`config.mk`:
```
export PLATFORM = sky130hd
export DESIGN_NAME = acc_core
export DESIGN_NICKNAME = d
export VERILOG_FILES = /design/src/rtl/acc_core_pkg.sv /design/src/rtl/acc_ring.sv /design/src/rtl/acc_ctrl.sv /design/src/rtl/acc_ram.sv /design/src/rtl/acc_core.sv
export SDC_FILE = /design/constraint.sdc
export NUM_CORES = 1
export LEC_CHECK = 0
export BUFFER_PORTS_ARGS = -buffer_cell sky130_fd_sc_hd__clkbuf_2
export CAP_MARGIN = 20
export CORE_UTILIZATION = 58
export CTS_BUF_LIST = sky130_fd_sc_hd__clkbuf_8
export DETAILED_ROUTE_END_ITERATION = 10
export GPL_TIMING_DRIVEN = 0
export PLACE_DENSITY = 0.86
export SYNTH_ARGS = -nofsm -noshare
export SYNTH_HDL_FRONTEND = slang
export SYNTH_SLANG_ARGS = --single-unit
export TNS_END_PERCENT = 1
```
`constraint.sdc`:
```
create_clock -name clk -period 1.35 [get_ports clk]
set_input_delay 0.3375 -clock clk [delete_from_list [all_inputs] [get_ports clk]]
set_output_delay 0.3375 -clock clk [all_outputs]
set_load 0.03 [all_outputs]
```
`src/rtl/acc_core_pkg.sv`:
```
package acc_core_pkg;
  localparam logic [3:0] OP_LDA = 4'h0;
  localparam logic [3:0] OP_ADD = 4'h1;
  localparam logic [3:0] OP_SUB = 4'h2;
  localparam logic [3:0] OP_OUT = 4'hE;
  localparam logic [3:0] OP_HLT = 4'hF;

  typedef struct packed {
    logic pc_inc;
    logic pc_oe;
    logic mar_ld;
    logic ram_oe;
    logic ir_ld;
    logic ir_oe;
    logic a_ld;
    logic a_oe;
    logic alu_sub;
    logic alu_oe;
    logic b_ld;
    logic out_ld;
  } ctrl_word_t;
endpackage

```
`src/rtl/acc_ring.sv`:
```
module acc_ring #(
  parameter int STEPS = 6
) (
  input  logic             clk,
  input  logic             rst_n,
  input  logic             hold,
  output logic [STEPS-1:0] phase
);
  logic [STEPS-1:0] phase_d;

  always_comb begin
    if (hold) phase_d = phase;
    else      phase_d = {phase[STEPS-2:0], phase[STEPS-1]};
  end

  always_ff @(posedge clk or negedge rst_n) begin
    if (!rst_n) phase <= {{(STEPS-1){1'b0}}, 1'b1};
    else        phase <= phase_d;
  end


  ring_onehot_chk: assert property (@(posedge clk) disable iff (!rst_n)
    $countones(phase) == 1);
endmodule

```
`src/rtl/acc_ctrl.sv`:
```
module acc_ctrl
  import acc_core_pkg::*;
#(
  parameter int STEPS = 6
) (
  input  logic             clk,
  input  logic             rst_n,
  input  logic [STEPS-1:0] phase,
  input  logic [3:0]       opcode,
  output logic             hold,
  output ctrl_word_t       cw
);
  logic halted_q, halted_d;

  assign halted_d = halted_q | (phase[3] && opcode == OP_HLT);
  assign hold     = halted_d;

  always_ff @(posedge clk or negedge rst_n) begin
    if (!rst_n) halted_q <= 1'b0;
    else        halted_q <= halted_d;
  end

  always_comb begin
    cw = '0;
    if (!halted_q) begin
      if (phase[0]) begin
        cw.pc_oe  = 1'b1;
        cw.mar_ld = 1'b1;
      end
      if (phase[1]) cw.pc_inc = 1'b1;
      if (phase[2]) begin
        cw.ram_oe = 1'b1;
        cw.ir_ld  = 1'b1;
      end
      if (phase[3]) begin
        if (opcode == OP_LDA || opcode == OP_ADD || opcode == OP_SUB) begin
          cw.ir_oe  = 1'b1;
          cw.mar_ld = 1'b1;
        end else if (opcode == OP_OUT) begin
          cw.a_oe   = 1'b1;
          cw.out_ld = 1'b1;
        end
      end
      if (phase[4]) begin
        if (opcode == OP_LDA) begin
          cw.ram_oe = 1'b1;
          cw.a_ld   = 1'b1;
        end else if (opcode == OP_ADD || opcode == OP_SUB) begin
          cw.ram_oe = 1'b1;
          cw.b_ld   = 1'b1;
        end
      end
      if (phase[5] && (opcode == OP_ADD || opcode == OP_SUB)) begin
        cw.alu_oe  = 1'b1;
        cw.alu_sub = (opcode == OP_SUB);
        cw.a_ld    = 1'b1;
      end
    end
  end


  halt_freeze_chk: assert property (@(posedge clk) disable iff (!rst_n)
    halted_q |=> $stable(phase));


  halt_quiet_chk: assert property (@(posedge clk) disable iff (!rst_n)
    halted_q |-> cw == '0);
endmodule

```
`src/rtl/acc_ram.sv`:
```
module acc_ram #(
  parameter int ADDR_W = 4,
  parameter int DATA_W = 8
) (
  input  logic              clk,
  input  logic              we,
  input  logic [ADDR_W-1:0] waddr,
  input  logic [DATA_W-1:0] wdata,
  input  logic [ADDR_W-1:0] raddr,
  output logic [DATA_W-1:0] rdata
);
  localparam int DEPTH = 1 << ADDR_W;

  logic [DATA_W-1:0] mem [DEPTH];

  always_ff @(posedge clk) begin
    if (we) mem[waddr] <= wdata;
  end

  assign rdata = mem[raddr];
endmodule

```
`src/rtl/acc_core.sv`:
```
module acc_core
  import acc_core_pkg::*;
#(
  parameter int DATA_W = 8,
  parameter int ADDR_W = 4
) (
  input  logic              clk,
  input  logic              rst_n,
  input  logic              prog_we,
  input  logic [ADDR_W-1:0] prog_addr,
  input  logic [DATA_W-1:0] prog_data,
  output logic [DATA_W-1:0] out_q
);
  localparam int STEPS = 6;
  localparam int OPC_W = DATA_W - ADDR_W;

  logic [1:0] rst_sync;
  logic       core_rst_n;

  always_ff @(posedge clk or negedge rst_n) begin
    if (!rst_n) rst_sync <= 2'b00;
    else        rst_sync <= {rst_sync[0], 1'b1};
  end
  assign core_rst_n = rst_sync[1];

  logic [ADDR_W-1:0] pc, pc_d, mar, mar_d;
  logic [DATA_W-1:0] ir, ir_d, a, a_d, b, b_d, out_d;
  logic [DATA_W-1:0] bus, alu, ram_rd;
  logic [STEPS-1:0]  phase;
  logic              hold;
  ctrl_word_t        cw;

  acc_ring #(.STEPS(STEPS)) u_ring (
    .clk(clk), .rst_n(core_rst_n), .hold(hold), .phase(phase));

  acc_ctrl #(.STEPS(STEPS)) u_ctrl (
    .clk(clk), .rst_n(core_rst_n), .phase(phase),
    .opcode(ir[DATA_W-1 -: OPC_W]), .hold(hold), .cw(cw));

  acc_ram #(.ADDR_W(ADDR_W), .DATA_W(DATA_W)) u_ram (
    .clk(clk), .we(prog_we && !core_rst_n), .waddr(prog_addr),
    .wdata(prog_data), .raddr(mar), .rdata(ram_rd));

  assign alu = cw.alu_sub ? (a - b) : (a + b);

  always_comb begin
    bus = '0;
    if (cw.pc_oe)  bus = {{(DATA_W-ADDR_W){1'b0}}, pc};
    if (cw.ram_oe) bus = ram_rd;
    if (cw.ir_oe)  bus = {{(DATA_W-ADDR_W){1'b0}}, ir[ADDR_W-1:0]};
    if (cw.a_oe)   bus = a;
    if (cw.alu_oe) bus = alu;
  end

  always_comb begin
    pc_d  = cw.pc_inc ? pc + 1'b1 : pc;
    mar_d = cw.mar_ld ? bus[ADDR_W-1:0] : mar;
    ir_d  = cw.ir_ld  ? bus : ir;
    a_d   = cw.a_ld   ? bus : a;
    b_d   = cw.b_ld   ? bus : b;
    out_d = cw.out_ld ? bus : out_q;
  end

  always_ff @(posedge clk or negedge core_rst_n) begin
    if (!core_rst_n) begin
      pc    <= '0;
      mar   <= '0;
      ir    <= '0;
      a     <= '0;
      b     <= '0;
      out_q <= '0;
    end else begin
      pc    <= pc_d;
      mar   <= mar_d;
      ir    <= ir_d;
      a     <= a_d;
      b     <= b_d;
      out_q <= out_d;
    end
  end


  bus_single_drv_chk: assert property (@(posedge clk) disable iff (!core_rst_n)
    $onehot0({cw.pc_oe, cw.ram_oe, cw.ir_oe, cw.a_oe, cw.alu_oe}));


  out_from_acc_chk: assert property (@(posedge clk) disable iff (!core_rst_n)
    cw.out_ld |=> out_q == $past(a));


  out_hold_chk: assert property (@(posedge clk) disable iff (!core_rst_n)
    !cw.out_ld |=> $stable(out_q));


  reset_out_chk: assert property (@(posedge clk)
    !core_rst_n |-> out_q == '0);
endmodule

```
Word level (Yosys, flattened, before mapping). Memories as Yosys holds them, arrays and structs flattened. Index checks and enable logic that the tools add are counted.

Flip-flop bits (word level): 49. RAM bits: 128. Bits of input ports: 15. Output and inout port bits: 8. Word-level logic and storage cells: 55. Memories kept: 1.

$add $sub $neg: 3. Equal/unequal tests: 4. Mux-type cells: 29. Bitwise gates (word level): 1. Reduce and logical (&&, ||, !) cells: 8.

Memories: u_ram.mem (depth 16, width 8, rd ports 1, clocked after Yosys merged registers in 0, wr ports 1, line acc_ram.sv:14) `logic [DATA_W-1:0] mem [DEPTH];`.

Operator list (count): 8-bit 2-to-1 mux (5); 1-bit 2-to-1 mux (19); 12-bit 2-to-1 mux (1); 8-bit adder (1); 4-bit == test (second input constant) (2); 8-bit subtractor (1); 2-bit 2-to-1 mux (3); 4-bit by 1-bit adder with 4-bit output (second input constant) (1); 4-bit by 1-bit == test with 1-bit output (second input constant) (1); 4-bit by 2-bit == test with 1-bit output (second input constant) (1); 4-bit zero test (1); 4-bit 2-to-1 mux (1); 1-bit logical AND (3); 1-bit logical OR (3); 1-bit zero test (1); 1-bit OR (1).

Logic depth before layout (Yosys ltp). Gate-level depths: netlist of run 1.

Word-level depth: 11. Depth in mapped cells: 13. Gate-level depth less buffers: 11.

Cells and area by module. Synthesis of run 1 repeated with hierarchy kept, for this count alone.

Cell total of the unflattened synthesis: 478. Area, all modules: 7832.5 um2.

By module, submodules not included: acc_ram (times used 1, cells an instance 221, area each 4987.3 um2, seq. area each 3843.7 um2); acc_core (times used 1, cells an instance 223, area each 2416.1 um2, seq. area each 1051.0 um2); acc_ring (times used 1, cells an instance 13, area each 252.7 um2, seq. area each 151.4 um2); acc_ctrl (times used 1, cells an instance 21, area each 176.4 um2, seq. area each 25.0 um2).

Least setup slack after synthesis of run 1. No wires, ideal clock.

Kind: register to register. From: register u_ctrl.halted_q. To: register mar[3]. Setup time: 0.128 ns. Data arrival time: 3.002 ns. Required time: 1.222 ns. Slack: -1.780 ns. Stages on the path, launching flop included: 13. Buffers on the path: 2. Period minus slack after synthesis: 3.130 ns. Cells stage by stage: dfrtp_1 > clkbuf_1 > nor4b_1 > and2_0 > clkbuf_1 > mux2i_1 > ha_1 > nor2b_1 > o21a_1 > or3_1 > a31oi_1 > a31oi_1 > mux2_1.

Word-level cells in the longest chain between the ends: 6. Elaborated cells on any way between the ends: 7. Classes of those cells: 7 x mux.

RTL lines: start: declaration (line acc_ctrl.sv:13) `logic halted_q, halted_d;`; start signal: assignment (line acc_ctrl.sv:20) `else halted_q <= halted_d;`; 12-bit 2-to-1 mux (*) (line acc_ctrl.sv:25) `if (!halted_q) begin`; 4-bit 2-to-1 mux (line acc_core.sv:48) `if (cw.pc_oe) bus = {{(DATA_W-ADDR_W){1'b0}}, pc};`; 8-bit 2-to-1 mux (line acc_core.sv:49) `if (cw.ram_oe) bus = ram_rd;`; 8-bit 2-to-1 mux (line acc_core.sv:50) `if (cw.ir_oe) bus = {{(DATA_W-ADDR_W){1'b0}}, ir[ADDR_W-1:0]};`; 8-bit 2-to-1 mux (line acc_core.sv:51) `if (cw.a_oe) bus = a;`; 8-bit 2-to-1 mux (line acc_core.sv:52) `if (cw.alu_oe) bus = alu;`; end signal: assignment (line acc_core.sv:74) `mar <= mar_d;`; end: declaration (line acc_core.sv:26) `logic [ADDR_W-1:0] pc, pc_d, mar, mar_d;`.

Mark *: on every way between the ends. The rest lies on a longest branch, timed or not. A chain may end at the register's enable or synchronous reset.

Worst setup path after layout of run 1.
From: register u_ctrl.halted_q. To: register a[3].

Word-level cells in the longest chain between the ends: 6. Elaborated cells on any way between the ends: 7. Classes of those cells: 7 x mux.

RTL lines: 12-bit 2-to-1 mux (*) (line acc_ctrl.sv:25); 4-bit 2-to-1 mux (line acc_core.sv:48); 8-bit 2-to-1 mux (line acc_core.sv:49); 8-bit 2-to-1 mux (line acc_core.sv:50); 8-bit 2-to-1 mux (line acc_core.sv:51); 8-bit 2-to-1 mux (line acc_core.sv:52); end signal: assignment (line acc_core.sv:69) `a <= '0;`; end signal: assignment (line acc_core.sv:76) `a <= a_d;`; end: declaration (line acc_core.sv:27) `logic [DATA_W-1:0] ir, ir_d, a, a_d, b, b_d, out_d;`.

Marks and branches as above.

==> results of run 1 <==
## final cells by class
| class | count | area (um^2) |
|---|---|---|
| plain buffers | 21 | 176.4 |
| clock buffers | 17 | 234.0 |
| clock inverters | 14 | 130.1 |
| fillers | 774 | 3870 |
| inverters | 6 | 22.52 |
| multi-input cells | 287 | 2773 |
| flip-flops and latches | 177 | 5080 |
| well taps | 172 | 215.2 |
| repair buffers | 31 | 272.8 |
## final timing paths
path / end / slack (ps) / cells past startpoint
worst max-delay path: a[3] / -1630 / 12
worst min-delay path: rst_sync[1] / 200 / 2
worst max register to register: a[3] / -1630 / 12
worst min register to register: out_q[3] / 210 / 0
max in group asynchronous: u_ring.phase[0] / 610 / 1
min in group clk: u_ram.mem[1][7] / 260 / 1
## metal layers
| metal | part of all wire [%] | wire length (um) | vias up | GRT usage [%] |
|---|---|---|---|---|
| li1 | - | - | 2021 | - |
| met1 | 38 | 6294 | 2248 | 32.75 |
| met2 | 53 | 8726 | 181 | 45.25 |
| met3 | 5.6 | 925 | 46 | 6.179 |
| met4 | 2.7 | 440 | 0 | 11.22 |
| met5 | 0 | 0 | - | 0 |
## where the power goes
group	switching [mW]	total (mW)	internal, mW	leakage (nW)
combinational	0.144	0.189	0.0450	1.31
clock	1.92	3.40	1.48	0.178
sequential	0.0182	5.88	5.86	1.69
## stage by stage
step	setup TNS, ps	utilization [%]	worst slack (ps)	hold slack [ps]
after floorplan	-173060	-	-1550	41.91
after global routing	-146240	69.70	-1709	187.4
after detailed placement	-189820	63.37	-1848	124.6
after global placement	-304710	63.04	-2303	123.9
after CTS	-128610	68.80	-1607	176.8
final	-130310	69.70	-1625	195.7
## flip-flops by register name, indices dropped and copies added (netlist names)
register	cells
out_q	8
ir	8
u_ram.mem	128
b	8
u_ring.phase	6
rst_sync	2
pc	4
a	8
mar	4
u_ctrl.halted_q	1
## kinds of logic (layout without fill, tap and decap cells)
kind of cell,Yosys count,count (layout)
buf+inv,29,89
xor+xnor,14,14
flops,177,177
compound gates,68,68
mux,60,60
fa+ha+maj,10,10
other cells,1,1
simple gates,134,134
## repair_timing
item / in CTS / in global routing
resized for setup: 80 / 27
hold buffers: 1 / 0
endpoints found under the setup margin: 178 / 177
setup buffers: 3 / 4
endpoints found under the hold margin: 2 / 0
pin swaps: 23 / 7
## cells in the final DEF (no fill, tap or decap), drive strengths merged, types with 7 or more instances in the layout
master  count
nor2       32
mux2       14
nand2      49
nor3       14
inv        13
clkbuf     42
xnor2      10
o21ai      23
dfrtp      48
edfxtp    128
a21oi      13
ha          9
mux4       39
buf        26
mux2i       7
==> results_dict.tcl, run 1 <==
set metrics [dict create \
    clockBufferDepth 2 \
    drc 0 \
    cts_buffers 17 \
    ys_warn_count 0 \
    synth.area.top_cells "edfxtp_1 50%, dfrtp_1 16%, mux4_2 10%" \
    gp_congestion 0.9056 \
    die_w_um 117.1 \
    grt_max_degree 30 \
    postPlaceCellArea_um2 8094 \
    synth_commonest_cells "128 x edfxtp_1, 49 x nand2_1, 48 x dfrtp_1, 34 x mux4_2, 32 x nor2_1" \
    final_cell_count_no_fill 725 \
    slew_headroom_pct 51.43 \
    skew_ps 12.64 \
    layout.nets 566 \
    grt_pass1_wl_mm 25.39 \
    synthesis.nets 518 \
    ios 23 \
    via_count 4496 \
    synthXorXnorAreaFrac_pct 1.595 \
    violations "negative setup slack" \
    io_buffers 22 \
    coreArea_um2 12770 \
    hold_class "primary input to asynchronous set/reset pin" \
    worstReg2RegStart "u_ctrl.halted_q" \
    seq_area_frac_synth_pct 65.98 \
    grt_setup_unrepaired "true" \
    synth-simple-area-share_pct 8.139 \
    drtIter0Drc 482 \
    synth_top_area_share_pct 50.01 \
    cpPeakStageDelay_ps 390 \
    fin_ws_ps -1625 \
    tightestPinTransition_ps 723.7 \
    grt_antenna_before_repair 0 \
    worst_setup_path_end_kind "register" \
    async_flop_share_pct 27.68 \
    synthCells 493 \
    synth_top_family_by_area "multiplexers" \
    ir_drop_v 0.001287 \
    crit_start "u_ctrl.halted_q" \
    h-tree-depth 4 \
    period_minus_slack_ps 2975 \
    critical_path_class "register to register" \
    drt_wl_total_mm 16.39 \
    path_cells "buf_8 > nor4b_4 > and2_4 > buf_8 > mux2i_4 > ha_4 > nor2b_4 > o21a_1 > or3_4 > a31oi_4 > a31oi_2 > mux2_4" \
    root_buffer "clkbuf_8" \
    hpwlAfterDp_mm 10.79 \
    path_max_fanout 7 \
    grt-ovfl-total 0 \
    drive_gt1_share_pct 31.83 \
    wl_per_cell_um 22.60 \
    ant_nets 0 \
    std_cell_rows 41 \
    timing.fmax_mhz 336.1 \
    dpl.cell_count 688 \
    yosysUniqueCellTypes 55 \
    synth_seq_cells 177 \
    maxCapViolCount 0 \
    dr.pass1.iters 5 \
    initial_core_util_pct 60.17 \
    synthMuxAreaShare_pct 14.63 \
    synth_top_cell_by_area "edfxtp_1" \
    syn-mean-instance-area_um2 15.59 \
    finalHoldViolCount 0 \
    dieArea_um2 13720 \
    power_mw 9.469 \
    setup_viol_count_final 168 \
    area_growth_pct 15.84 \
    drv_slew 0 \
    grt_use_total_pct 26.49 \
    crit_path_start_kind "register" \
    synth_enable_flop_cells 128 \
    required_ps 1690 \
    critPathTopFamily "simple AND/OR/NAND/NOR gates" \
    synthAdderAreaFrac_pct 1.726 \
    post_drt_via_cell_ratio 6.201 \
    synth_most_common_cell "edfxtp_1" \
    grt_pass1_vias 4579 \
    synth_area_um2 7686 \
    power_density_nw_per_um2 1064 \
    path_buf_inv 2 \
    diodes 0 \
    cpMaxStageDelayCell "dfrtp_1" \
    path_common_cell "buf_8" \
    p_leak_nw 3.180 \
    synth-main-ff-cell "edfxtp_1" \
    clk-insertion-delay-late_ps 460 \
    outcome "finished with violations" \
    clock-sinks 177 \
    clkTransAtPathRegs_ps 80 \
    synth_compound_area_share_pct 5.779 \
    min_period_over_period_pct 220.4 \
    dieHeight_um 117.1 \
    finalInstanceArea_um2 8904 \
    cts_tree "done" \
    worst-endpoint-arrival_ps 3320 \
]
(Power assumes the default switching activity.)
==> run 2, diff against run 1 <==
- CORE_UTILIZATION: 58 -> 35
- PLACE_DENSITY: 0.86 -> 0.6
==> run 2 against run 1 <==
The run still ends with negative setup slack left; largest cell class unchanged; clock skew increased by 2.7 ps; worst hold slack got worse by 0.97 ps; non-clock buffer count increased by 1; combinational power about the same; via count decreased by 0.51%; final area increased by 2.8%; sequential cell count unchanged; register-to-register slack improved by 40 ps; routed wire length increased by 4.6%; critical path type unchanged; highest routed layer unchanged; setup slack improved by 37 ps.
==> results_dict.tcl, run 2 (synthesized netlist as in run 1, its figures left out) <==
set metrics [dict create \
    outcome "finished with violations" \
    violations "negative setup slack" \
    ant_nets 0 \
    critical_path_class "register to register" \
    area_growth_pct 19.05 \
    min_period_over_period_pct 217.7 \
    die_w_um 150.2 \
    period_minus_slack_ps 2938 \
    p_int_mw 7.653 \
    root_buffer "clkbuf_8" \
    finalHoldViolCount 0 \
    ios 23 \
    drv_slew 0 \
    netSwitchingPower_mw 2.293 \
    drive_gt1_share_pct 32.97 \
    dieHeight_um 150.2 \
    max_flop_register "u_ram.mem" \
    diodes 0 \
    final_cell_mix "128 x edfxtp_1, 47 x nand2_1, 43 x dfrtp_1" \
    grt_pass1_wl_mm 26.74 \
    io_buffers 22 \
    hpwlAfterDp_mm 11.38 \
    initial_core_util_pct 36.11 \
    clkTransAtPathRegs_ps 100 \
    setup_viol_count_final 168 \
    h-tree-depth 4 \
    maxCapViolCount 0 \
    p_comb_share_pct 1.9 \
    via_count 4473 \
    grt_pass1_vias 4575 \
    clk-insertion-delay-late_ps 450 \
    final_util_pct 42.98 \
    path_max_fanout 6 \
    worst-endpoint-arrival_ps 3280 \
    timing.fmax_mhz 340.3 \
    required_ps 1690 \
    worst_setup_path_end_kind "register" \
    crit_start "u_ctrl.halted_q" \
    grt-ovfl-total 0 \
    std_cell_rows 53 \
    dr.pass1.iters 5 \
    r2r_end "mar[3]" \
    power_density_nw_per_um2 1087 \
    pre_cts_ws_ps -1943 \
    worstReg2RegStart "u_ctrl.halted_q" \
    dieArea_um2 22560 \
    layout.nets 567 \
    coreArea_um2 21290 \
    slew_headroom_pct 56.07 \
    post_drt_via_cell_ratio 5.389 \
    drt_wl_total_mm 17.14 \
    drtIter0Drc 361 \
    swShare_pct 23.06 \
    ir_drop_v 0.0008457 \
    drc 0 \
    r2r_cells 12 \
    cts_buffers 17 \
    grt_antenna_before_repair 0 \
    tightestPinTransition_ps 656.9 \
    endpoint "mar[3]" \
    p_clk_share_pct 38.9 \
    hold_class "primary input to asynchronous set/reset pin" \
    final_common_cell "edfxtp_1" \
    finalInstanceArea_um2 9150 \
    wl_per_cell_um 20.66 \
    crit_path_start_kind "register" \
    grt_max_degree 27 \
    whs_ps 194.7 \
    fin_ws_ps -1588 \
    clock-sinks 177 \
    grt_setup_unrepaired "true" \
    grt_use_total_pct 16.38 \
    p_leak_nw 3.221 \
    skew_ps 15.33 \
    postPlaceCellArea_um2 8257 \
    cts_tree "done" \
    rrSetupSlack_ps -1590 \
    seqPwrFrac_pct 59.2 \
    clockBufferDepth 2 \
    largest_reg_flops 128 \
    gp_congestion 0.8675 \
]
## run 2: worst min path at each step
stage / startpoint / end / slack, ps
finish: rst_n / rst_sync[1] / 190
global route: rst_n / rst_sync[1] / 170
CTS: rst_n / rst_sync[1] / 170
detailed placement: rst_n / rst_sync[0] / 130
global placement: rst_n / rst_sync[0] / 120
floorplan: rst_n / rst_sync[0] / 40
## run 2: worst max-delay path, cell delays in order (launching register included)
cell and delay, ps:
dfrtp_1 380, clkbuf_8 140, nor4b_4 270, and2_1 180
clkbuf_8 150, mux2i_4 240, ha_1 250, nor2b_4 130
o21a_1 180, or3_4 350, a31oi_4 210, a31oi_2 70
mux2_4 290
## run 2: repair_timing
item	CTS	global route
cloned	0	0
hold buffers	1	0
resized for setup	92	23
endpoints found under the setup margin	178	179
setup buffers	4	1
pin swaps	22	6
endpoints found under the hold margin	2	0
## run 2: through the flow
step	setup TNS, ps	instances	power [mW]
after floorplan	-173060	493	6.044
after global placement	-337640	790	6.133
after detailed placement	-208100	794	6.160
after CTS	-138450	829	10.02
after global routing	-153640	830	10.26
final	-133990	830	9.945
## run 2: cell type report
cell class / count / area [um^2]
Sequential cell: 177 / 5080
Tap cell: 275 / 344.1
Multi-Input combinational cell: 287 / 2810
Buffer: 21 / 177.7
Clock inverter: 15 / 186.4
Clock buffer: 17 / 234.0
Inverter: 6 / 22.52
Timing Repair Buffer: 32 / 295.3
Fill cell: 1867 / 12140
## run 2: power by group through the flow
stage	Combinational (mW)	Sequential, mW	Clock, mW
finish	0.189	5.89	3.87
global route	0.204	5.89	4.16
CTS	0.188	5.89	3.95
detailed placement	0.152	6.01	0
global placement	0.115	6.02	0
floorplan	0.0345	6.01	0
## run 2: metal layers
layer / global-route usage [%] / up-vias / routed length [um]
met5: 0 / - / 0
met4: 3.434 / 0 / 237
met3: 3.576 / 14 / 707
met2: 28.03 / 109 / 8707
met1: 21.35 / 2328 / 7493
li1: - / 2022 / -
==> run 3, diff against run 2 <==
- ABC_CLOCK_PERIOD_IN_PS: default -> 1350
- SYNTH_HIERARCHICAL: default -> 1
==> run 3 against run 2 <==
The run still ends with negative setup slack left; critical path depth down 1; sequential cell count unchanged; synthesized area up 1.9%; sequential power hardly changed; largest power group unchanged.
==> results_dict.tcl, run 3 <==
set metrics [dict create \
    fin_ws_ps -1341 \
    r2r_cells 11 \
    rrSetupSlack_ps -1340 \
    drtIter0Drc 271 \
    coreArea_um2 21890 \
    drt_wl_total_mm 16.20 \
    grt_pass1_wl_mm 25.45 \
    maxCapViolCount 0 \
    min_period_over_period_pct 199.3 \
    tightestPinTransition_ps 725.2 \
    dr_wl_met2_mm 8.138 \
    dpl.cell_count 783 \
    synth_most_common_cell "edfxtp_1" \
    ys_warn_count 6 \
    synth_seq_cells 177 \
    postPlaceCellArea_um2 8369 \
    synth-main-ff-cell "edfxtp_1" \
    clockBufferDepth 2 \
    finalInstanceArea_um2 9283 \
    clkTransAtPathRegs_ps 100 \
    wl_met3_um 709 \
    hpwlAfterDp_mm 10.72 \
    synthCells 478 \
    layout.nets 564 \
    worstReg2RegStart "ir[7]" \
    final_cell_mix "128 x edfxtp_1, 46 x dfrtp_1, 23 x mux4_2" \
    io_buffers 22 \
    ir_drop_v 0.0007712 \
    finalHoldViolCount 0 \
    clock-sinks 177 \
    critical_path_class "register to register" \
    yosysUniqueCellTypes 56 \
    synth_enable_flop_cells 128 \
    setup_viol_count_final 172 \
    cts_buffers 17 \
    seq_area_frac_synth_pct 64.74 \
    period_minus_slack_ps 2691 \
    violations "negative setup slack" \
    outcome "finished with violations" \
    pre_cts_ws_ps -1762 \
    area_growth_pct 18.51 \
    synth_area_um2 7833 \
    slew_headroom_pct 51.65 \
    die_w_um 151.6 \
    path_max_fanout 8 \
    grt_use_total_pct 15.24 \
    wl_per_cell_um 19.50 \
    r2r_end "ir[7]" \
    async_flop_share_pct 27.68 \
    power_mw 9.538 \
    ios 23 \
    synth_commonest_cells "128 x edfxtp_1, 48 x dfrtp_1, 25 x mux2_2, 24 x nor2_1, 23 x nand2_1" \
    syn-mean-instance-area_um2 16.39 \
    wl_met1_mm 7.194 \
    skew_ps 16.53 \
    power_density_nw_per_um2 1027 \
    largest_reg_flops 128 \
    timing.fmax_mhz 371.6 \
    final_common_cell "edfxtp_1" \
    ant_nets 0 \
    dr.pass1.iters 4 \
    h-tree-depth 4 \
    drive_gt1_share_pct 37.39 \
    synth_top_area_share_pct 49.07 \
    root_buffer "clkbuf_8" \
    p_leak_nw 3.256 \
    grt_antenna_before_repair 0 \
    required_ps 1750 \
    synth.area.top_cells "edfxtp_1 49%, dfrtp_1 15%, mux4_2 5.2%" \
    dieHeight_um 151.6 \
    max_flop_register "u_ram/mem" \
    fin_tns_setup_ps -141190 \
    cts_tree "done" \
    nFillCells 1978 \
    crit_path_start_kind "register" \
    drv_slew 0 \
    via_count 4363 \
    grt_pass1_vias 4486 \
    post_drt_via_cell_ratio 5.250 \
    grt-ovfl-total 0 \
    final_cell_count_no_fill 831 \
    drc 0 \
    diodes 0 \
    dieArea_um2 22980 \
    synthesis.nets 503 \
    hold_class "primary input to asynchronous set/reset pin" \
    std_cell_rows 54 \
    top_layer_used "met4" \
    grt_setup_unrepaired "true" \
    worst_setup_path_end_kind "register" \
    grt_max_degree 49 \
    clk-insertion-delay-late_ps 460 \
    worst-endpoint-arrival_ps 3090 \
    gp_congestion 0.8148 \
    synth_top_cell_by_area "edfxtp_1" \
    initial_core_util_pct 35.78 \
]
==> run 3: layout make-up <==
class                           instances  area, um^2  area share (%)
Clock buffer                           17       234.0           2.521
Buffer                                 20       180.2           1.941
Multi-Input combinational cell        269        2907           31.31
Inverter                               12       45.04          0.4852
Tap cell                              280       350.3           3.774
Sequential cell                       177        5076           54.68
Clock inverter                         14       147.6           1.591
Timing Repair Buffer                   42       342.8           3.693
==> run 3: per-layer routing <==
metal,up-vias,GRT usage (%)
met5,-,0
met1,2258,19.79
li1,1985,-
met2,110,25.43
met3,10,3.743
met4,0,4.059
==> run 3: worst max-delay path, stage by stage, from the launching register on <==
cell	delay [ps]
dfrtp_1	440
nor3_4	200
and4b_2	270
buf_8	150
a31oi_4	40
xnor2_1	140
ha_1	330
a21o_1	200
a31o_4	250
or3_1	310
mux2i_1	170
a221o_1	140
==> run 3: worst max path at each step <==
| stage | slack, ps | endpoint | from | cells past startpoint |
|---|---|---|---|---|
| 5_1_grt | -1490 | out_q[7] | ir[7] | 12 |
| 2_1_floorplan | -1220 | b[7] | ir[6] | 11 |
| 4_1_cts | -1310 | ir[7] | ir[7] | 11 |
| 3_5_place_dp | -1760 | a[6] | ir[6] | 10 |
| 6_report | -1340 | ir[7] | ir[7] | 11 |
| 3_3_place_gp | -1660 | ir[6] | ir[6] | 10 |
==> run 3: cells by family (layout without fill, tap and decap cells) <==
group | after synthesis | count (layout) | synth area share [%]
multiplexers | 70 | 70 | 15.51
flip-flops | 177 | 177 | 64.74
XOR/XNOR | 15 | 15 | 1.917
adder cells (fa/ha/maj) | 10 | 10 | 1.693
AO/OA/AOI/OAI | 77 | 77 | 7.093
AND/OR/NAND/NOR | 96 | 96 | 6.645
buffers and inverters | 32 | 105 | 2.348
other | 1 | 1 | 0.04788
==> run 3: metrics by stage <==
stage	utilization [%]	hold slack (ps)
after floorplan	-	41.91
after global placement	38.13	126.2
after detailed placement	38.23	124.0
after CTS	41.95	174.7
after global routing	42.40	173.2
final	42.40	204.2
==> run 3: power by group <==
| group | switching, mW | internal, mW |
|---|---|---|
| Sequential | 0.0337 | 5.86 |
| Clock | 2.11 | 1.37 |
| Combinational | 0.126 | 0.0373 |
| Total | 2.27 | 7.27 |
==> run 3: repair_timing <==
action / 4_1_cts / 5_1_grt
resized for setup: 81 / 27
buffers inserted: 12 / 4
pin swaps: 28 / 17
setup endpoints to repair: 178 / 178
hold buffers: 1 / 0
endpoints found under the hold margin: 2 / 0
